$ cat src/rtl/regacc_pkg.sv
package regacc_pkg;
  localparam int DATA_W  = 16;
  localparam int HADDR_W = 15;
  localparam int STATE_W = 3;
  localparam int WORD_W  = 32;

  // status word positions
  localparam int STS_STATE_LSB = 16;
  localparam int STS_SYNC_BIT  = 20;
  localparam int STS_INIT_BIT  = 21;
  localparam int STS_OVR_BIT   = 22;

  typedef enum logic [STATE_W-1:0] {
    ST_IDLE     = 3'd0,
    ST_REQ      = 3'd1,
    ST_WFDLE    = 3'd2,
    ST_WFVLDCLR = 3'd3
  } chan_state_e;

  typedef struct packed {
    logic               wr;
    logic [HADDR_W-1:0] haddr;
    logic [DATA_W-1:0]  wdata;
  } cmd_t;

  // split a host command word into its fields
  function automatic cmd_t decode_cmd(input logic [WORD_W-1:0] w);
    cmd_t c;
    c.wr    = w[WORD_W-1];
    c.haddr = w[DATA_W +: HADDR_W];
    c.wdata = w[DATA_W-1:0];
    return c;
  endfunction

  // assemble the status word
  function automatic logic [WORD_W-1:0] pack_status(
    input chan_state_e       st,
    input logic              sync_idle,
    input logic              init_done,
    input logic              overrun,
    input logic [DATA_W-1:0] rdata);
    logic [WORD_W-1:0] s;
    s = '0;
    s[DATA_W-1:0] = rdata;
    s[STS_STATE_LSB +: STATE_W] = st;
    s[STS_SYNC_BIT] = sync_idle;
    s[STS_INIT_BIT] = init_done;
    s[STS_OVR_BIT]  = overrun;
    return s;
  endfunction

  // true while a link transfer is outstanding
  function automatic logic link_busy(input chan_state_e st);
    return (st == ST_REQ) || (st == ST_WFDLE);
  endfunction
endpackage

$ cat src/rtl/regacc_fsm.sv
module regacc_fsm
  import regacc_pkg::*;
(
  input  logic               clk,
  input  logic               rst_n,
  input  logic               chan_en,
  input  logic               cmd_we,
  input  cmd_t               cmd_in,
  input  logic               vldclr_we,
  input  logic               link_ack,
  input  logic               link_rvalid,
  output chan_state_e        state,
  output logic               link_req,
  output logic               link_wr,
  output logic [HADDR_W-1:0] link_haddr,
  output logic [DATA_W-1:0]  link_wdata,
  output logic               overrun,
  output logic               rd_capture
);
  cmd_t cmd_q;
  logic cmd_accept, cmd_drop_busy, vldclr_hit;

  assign cmd_accept    = cmd_we && chan_en && (state == ST_IDLE);
  assign cmd_drop_busy = cmd_we && chan_en && (state != ST_IDLE);
  assign rd_capture    = (state == ST_WFDLE) && link_rvalid;
  assign vldclr_hit    = (state == ST_WFVLDCLR) && vldclr_we;

  always_ff @(posedge clk) begin
    if (!rst_n) begin
      state   <= ST_IDLE;
      cmd_q   <= '0;
      overrun <= 1'b0;
    end else begin
      if (cmd_drop_busy) overrun <= 1'b1;
      case (state)
        ST_IDLE: if (cmd_accept) begin
          cmd_q <= cmd_in;
          state <= ST_REQ;
        end
        ST_REQ:      if (link_ack) state <= cmd_q.wr ? ST_IDLE : ST_WFDLE;
        ST_WFDLE:    if (rd_capture) state <= ST_WFVLDCLR;
        ST_WFVLDCLR: if (vldclr_hit) state <= ST_IDLE;
        default:     state <= ST_IDLE;
      endcase
    end
  end

  assign link_req   = (state == ST_REQ);
  assign link_wr    = cmd_q.wr;
  assign link_haddr = cmd_q.haddr;
  assign link_wdata = cmd_q.wdata;

  p_write_direct_r3: assert property (@(posedge clk) disable iff (!rst_n)
    (state == ST_REQ && link_ack && link_wr) |=> (state == ST_IDLE));
  p_read_to_wait_r4: assert property (@(posedge clk) disable iff (!rst_n)
    (state == ST_REQ && link_ack && !link_wr) |=> (state == ST_WFDLE));
  p_read_parked_r5: assert property (@(posedge clk) disable iff (!rst_n)
    (state == ST_WFVLDCLR && !vldclr_we) |=> (state == ST_WFVLDCLR));
  p_release_r6: assert property (@(posedge clk) disable iff (!rst_n)
    vldclr_hit |=> (state == ST_IDLE));
  p_busy_sticky_r8: assert property (@(posedge clk) disable iff (!rst_n)
    cmd_drop_busy |=> overrun);
  p_busy_keeps_payload_r8: assert property (@(posedge clk) disable iff (!rst_n)
    cmd_drop_busy |=> ($stable(link_haddr) && $stable(link_wdata) && $stable(link_wr)));
  p_disabled_idle_r9: assert property (@(posedge clk) disable iff (!rst_n)
    (state == ST_IDLE && !chan_en) |=> (state == ST_IDLE));
  p_req_hold_r11: assert property (@(posedge clk) disable iff (!rst_n)
    (link_req && !link_ack) |=> (link_req && $stable(link_haddr)));
endmodule

$ cat src/rtl/regacc_rdbuf.sv
module regacc_rdbuf #(
  parameter int DATA_W = regacc_pkg::DATA_W
) (
  input  logic              clk,
  input  logic              rst_n,
  input  logic              capture,
  input  logic [DATA_W-1:0] rdata_in,
  input  logic              show,
  output logic [DATA_W-1:0] rdata_out
);
  logic [DATA_W-1:0] held;

  always_ff @(posedge clk) begin
    if (!rst_n)       held <= '0;
    else if (capture) held <= rdata_in;
  end

  assign rdata_out = show ? held : '0;

  p_capture_r4: assert property (@(posedge clk) disable iff (!rst_n)
    capture |=> (held == $past(rdata_in)));
endmodule

$ cat src/rtl/regacc_chan.sv
module regacc_chan
  import regacc_pkg::*;
(
  input  logic               clk,
  input  logic               rst_n,
  input  logic               chan_en,
  input  logic               init_set,
  input  logic               cmd_we,
  input  logic [WORD_W-1:0]  cmd_word,
  input  logic               vldclr_we,
  output logic [WORD_W-1:0]  status,
  output logic               link_req,
  output logic               link_wr,
  output logic [HADDR_W-1:0] link_haddr,
  output logic [DATA_W-1:0]  link_wdata,
  input  logic               link_ack,
  input  logic               link_rvalid,
  input  logic [DATA_W-1:0]  link_rdata
);
  chan_state_e       state;
  logic              overrun, rd_capture, init_done, sync_idle;
  logic [DATA_W-1:0] rd_shown;

  regacc_fsm u_fsm (
    .clk(clk), .rst_n(rst_n), .chan_en(chan_en), .cmd_we(cmd_we),
    .cmd_in(decode_cmd(cmd_word)), .vldclr_we(vldclr_we),
    .link_ack(link_ack), .link_rvalid(link_rvalid), .state(state),
    .link_req(link_req), .link_wr(link_wr), .link_haddr(link_haddr),
    .link_wdata(link_wdata), .overrun(overrun), .rd_capture(rd_capture)
  );

  regacc_rdbuf #(.DATA_W(DATA_W)) u_rdbuf (
    .clk(clk), .rst_n(rst_n), .capture(rd_capture), .rdata_in(link_rdata),
    .show(state == ST_WFVLDCLR), .rdata_out(rd_shown)
  );

  always_ff @(posedge clk) begin
    if (!rst_n)        init_done <= 1'b0;
    else if (init_set) init_done <= 1'b1;
  end

  assign sync_idle = !link_busy(state);
  assign status    = pack_status(state, sync_idle, init_done, overrun, rd_shown);

  p_sync_low_r7: assert property (@(posedge clk) disable iff (!rst_n)
    link_req |-> !status[STS_SYNC_BIT]);
  p_init_sticky_r10: assert property (@(posedge clk) disable iff (!rst_n)
    init_set |=> status[STS_INIT_BIT]);
  p_data_hidden_r5: assert property (@(posedge clk) disable iff (!rst_n)
    (status[STS_STATE_LSB +: STATE_W] != ST_WFVLDCLR) |-> (status[DATA_W-1:0] == '0));
endmodule

$ cat config.mk
export PLATFORM = sky130hd
export DESIGN_NAME = regacc_chan
export DESIGN_NICKNAME = d
export VERILOG_FILES = /design/src/rtl/regacc_pkg.sv /design/src/rtl/regacc_fsm.sv /design/src/rtl/regacc_rdbuf.sv /design/src/rtl/regacc_chan.sv
export SDC_FILE = /design/constraint.sdc
export NUM_CORES = 1
export LEC_CHECK = 0
export ABC_AREA = 1
export BUFFER_PORTS_ARGS = -buffer_cell sky130_fd_sc_hd__buf_2
export CAP_MARGIN = 5
export CORE_AREA = 2 2 84 86
export DETAILED_ROUTE_END_ITERATION = 10
export DIE_AREA = 0 0 86 88
export PLACE_DENSITY = 0.7
export SYNTH_ARGS = -nofsm -noshare
export SYNTH_HDL_FRONTEND = slang
export SYNTH_SLANG_ARGS = --single-unit
$ cat constraint.sdc
create_clock -name clk -period 3.3 [get_ports clk]
set_clock_uncertainty 0.1 [all_clocks]
set_input_delay 0.495 -clock clk [delete_from_list [all_inputs] [get_ports clk]]
set_output_delay 0.495 -clock clk [all_outputs]
set_load 0.03 [all_outputs]
; ---- Word-level counts from Yosys, hierarchy flattened
; Cells that the tools add are included.
[word_totals]
register_bits = 53
latchBits = 0
ramBits = 0
romBits = 0
in_bits = 56
out_inout_bits = 65
word_cells = 32
n_memories = 0
[op_classes]
n_addsub = 0
mul = 0
div_mod_pow = 0
n_lt_le_gt_ge = 0
n_eq_ne = 7
shift = 0
muxes = 7
bitwise = 0
reduce_logical = 11
[op_table]
columns = cell, n
row1 = $mux 16, 1
row2 = $mux 3, 4
row3 = $pmux 3 s4, 1
row4 = $eq 3x2->1 const B, 2
row5 = $logic_and 1x1->1, 5
row6 = $ne 2x1->1 const B, 2
row7 = $ne 2x2->1 const B, 2
row8 = $reduce_and 4->1, 1
row9 = $eq 3x1->1 const B, 1
row10 = $logic_not 3->1, 1
row11 = $reduce_bool 3->1, 1
row12 = $mux 2, 1
row13 = $reduce_and 2->1, 1
row14 = $logic_not 1->1, 1
row15 = $logic_or 1x1->1, 1

; ---- Depth between registers and ports, before layout
[depth]
word_depth = 4
ltp_mapped = 8
mapped_depth_nobuf = 8

; ---- Cells and area by module
; A second synthesis with hierarchy kept.
[unflattened]
hier_cells = 333
hier_area_um2 = 2290.9
[by_module_without_submodules]
columns = module, instances, cells_each, area_per_inst_um2, seq_area_each_um2
row1 = regacc_fsm, 1, 175, 1325.0, 700.7
row2 = regacc_rdbuf, 1, 135, 807.0, 320.3
row3 = regacc_chan, 1, 23, 158.9, 20.0

; ---- Worst setup path before layout
; No wires, ideal clock.
[synth_path]
path_kind = flip-flop to output port
start = register u_fsm.state[1]
end = output port status[10]
arrival_time_ps = 1354
required_time_ps = 2705
setup_slack_ps = 1351
path_stages_with_launch = 6
n_path_buf = 2
path_cell_list = dfxtp_1 -> ha_1 -> buf_2 -> buf_2 -> nand2_1 -> inv_1
[synth_via]
elab_chain_cells = 2
[synth_rtl]
columns = element, line
row1 = from (decl), regacc_fsm.sv:12  ; output chan_state_e state,
row2 = from (signal assigned), regacc_fsm.sv:40  ; ST_REQ: if (link_ack) state <= cmd_q.wr ? ST_IDLE : ST_WFDLE;
row3 = $eq 3x2->1, regacc_chan.sv:34  ; .show(state == ST_WFVLDCLR), .rdata_out(rd_shown)
row4 = $mux 16, regacc_rdbuf.sv:18  ; assign rdata_out = show ? held : '0;
row5 = to (decl), regacc_chan.sv:11  ; output logic [WORD_W-1:0] status,
; Every way passes these cells.

; ---- Worst setup path in the final report
[layout_path]
start = register u_fsm.state[0]
end = output port status[12]
; Same word-level chain as after synthesis.

==> impl_metrics.yaml <==
status:
  status: "complete, no violations"
global_routing:
  grt_pass1_wl_mm: 7.79
  antenna_found_initial: 0
  grt_overflow: 0
  track_usage_pct: 12.7
  grt_pass1_vias: 1826
  grt_max_degree: 65
clocking:
  clkLatencyLatePin_ns: 0.30
  cts_setup_buffers: 0
  cts_resized: 0
  path_clk_slew_ns: 0.09
  root_buffer: "clkbuf_8"
  cts_buffers: 5
  cts_tree: "yes"
  htree_levels: 2
  ctsLongestPathBuffers: 2
  cts_hold_buffers: 0
  cts.sinks: 52
sta:
  period_needed_ns: 2.29
  setup_viol: 0
  worst_slew_pin_slew_ns: 0.811
  fmax_mhz: 436
  rsz0062_at_grt: "false"
  drv_slew: 0
  finalCritPeriodShare_pct: 69.5
  relSlewSlack_pct: 45.9
  finalHoldViolCount: 0
  hold_ws_ns: 0.291
  fin_ws_ns: 1.01
  setup-tns-final_ns: 0
cells_and_area:
  nNetsFinal: 456
  n_antenna_cell: 0
  mostFrequentLayoutCell: "buf_2"
  drive_above_1_share_pct: 31.8
  final_cell_mix: "buf_2, inv_1, dfxtp_1, nor2_1, a21oi_1"
  syn_to_final_growth_pct: 24.6
critical_path:
  required_ns: 2.70
  criticalPathCategory: "flop to output pin"
  critPathSlowestCell: "ha_1"
  cp_cell_sequence: "ha_1 > nand2_1 > inv_1 > buf_2"
  start_kind: "flop"
  critPathMaxFanout: 17
  crit_path_end_kind: "output pin"
  slowest_delay_ns: 0.58
  arrival_ns: 1.70
logic_synthesis:
  synthAdderAreaFrac_pct: 2.76
  synth_cell_types: 19
  ys_seq_area_share_pct: 45.9
  syn_area_per_cell_um2: 7.62
  synth_top_family_by_area: "compound AO/OA/AOI/OAI gates"
  synth_xor_area_share_pct: 0
  ys.warnings.count: 0
  synth_area_um2: 2270
  synth_compound_area_share_pct: 19.2
  synthSimpleGateAreaFrac_pct: 13.0
  muxShareOfSynthArea_pct: 0
  postSynthCellCount: 298
  synth-seq-cells: 52
routing:
  via_per_inst: 4.22
  drt_pass1_iterations: 4
  via_count: 2011
  drtIter0Drc: 48
  antenna_left: 0
  avgRoutedWirePerCell_um: 10.1
  routed_wl_mm: 4.79
  drc: 0
hold_path:
  hp-class: "input pin to flop"
place:
  io_buffers: 109
  dpl_worst_slack_ns: 1.30
  place_congestion: 0.763
  dp_hpwl_mm: 3.56
floorplanning:
  die_h_um: 88
  io_pins: 121
  row_count: 30
  start_util_pct: 34.2
  dieWidth_um: 86
  die_area_um2: 7570
  core-area_um2: 6640
flow_run:
  maxCapViolations: 0
power:
  p_leak_nw: 1.52
  power_w: 0.00188
  ir_worst_vdd_v: 0.000288
  powerDensity_nw_per_um2: 667
## Yosys cell counts
| master | count | share of area, % |
|---|---|---|
| a21oi_1 | 30 | 6.6 |
| a21oi_2 | 2 | 0.77 |
| buf_2 | 6 | 1.3 |
| buf_4 | 14 | 4.6 |
| buf_6 | 7 | 3.5 |
| clkbuf_1 | 2 | 0.33 |
| conb_1 | 1 | 0.17 |
| dfxtp_1 | 52 | 46 |
| ha_1 | 5 | 2.8 |
| inv_1 | 55 | 9.1 |
| inv_2 | 1 | 0.17 |
| nand2_1 | 29 | 4.8 |
| nand2_4 | 1 | 0.50 |
| nand3_4 | 1 | 0.77 |
| nor2_1 | 42 | 6.9 |
| o21ai_0 | 20 | 4.4 |
| o21ai_1 | 25 | 5.5 |
| o21ai_2 | 4 | 1.5 |
| o21bai_1 | 1 | 0.33 |
## flip-flops by register name (all words and copies together), names as in the netlist
register	cells
u_fsm.link_wdata	16
u_rdbuf.held	16
u_fsm.link_haddr	15
u_fsm.state	2
init_done	1
u_fsm.link_wr	1
u_fsm.overrun	1
## per-layer routing
layer  track usage [%]  wire (um)  share of wire, %  up-vias
met5                 0          0                 0        -
met4              3.90         58               1.2        0
met3              5.18        458               9.6        5
met2              22.3       2180                45       79
met1              14.2       2090                44      846
li1                  -          -                 -     1081
## power by group
part	internal, W	switching [W]
clock	0.000156	0.000220
combinational	0.000211	0.000492
sequential	0.000742	0.0000641
## through the flow
step	std cells	util [%]	instance area [um2]
after floorplan	308	-	2310
after global placement	468	41.1	2730
after detailed placement	468	41.1	2730
after CTS	476	42.6	2830
after global routing	476	42.6	2830
final	476	42.6	2830
## cell families (layout without fill, tap and decap cells)
logic type | Yosys count | count (layout)
buffers and inverters | 85 | 173
AO/OA/AOI/OAI | 82 | 82
AND/OR/NAND/NOR | 73 | 73
flip-flops | 52 | 52
adder cells (fa/ha/maj) | 5 | 5
other | 1 | 11
## path summary, 6_finish.rpt
kind              depth (start not counted)                start                  end  slack [ns]
hold reg to reg                           2  u_fsm.link_wdata[6]  u_fsm.link_wdata[6]        0.35
setup / recovery                          4       u_fsm.state[0]           status[12]        1.01
setup reg to reg                          5       u_fsm.state[1]  u_fsm.link_wdata[1]        1.32
hold / removal                            3             init_set            init_done        0.29
## critical path: cells and delay by family (launching register included)
family / cells / cell delay (ns)
fa+ha+maj: 1 / 0.58
flops: 1 / 0.43
buf+inv: 2 / 0.26
simple gates: 1 / 0.13
## final cells by class
| type | instances | area, um2 |
|---|---|---|
| Fill cell | 709 | 3820 |
| Sequential cell | 52 | 1040 |
| Multi-Input combinational cell | 171 | 835 |
| Timing Repair Buffer | 109 | 546 |
| Inverter | 56 | 210 |
| Tap cell | 80 | 100 |
| Clock buffer | 5 | 68.8 |
| Clock inverter | 3 | 27.5 |
No activity file was read; power rests on OpenSTA's default activity.
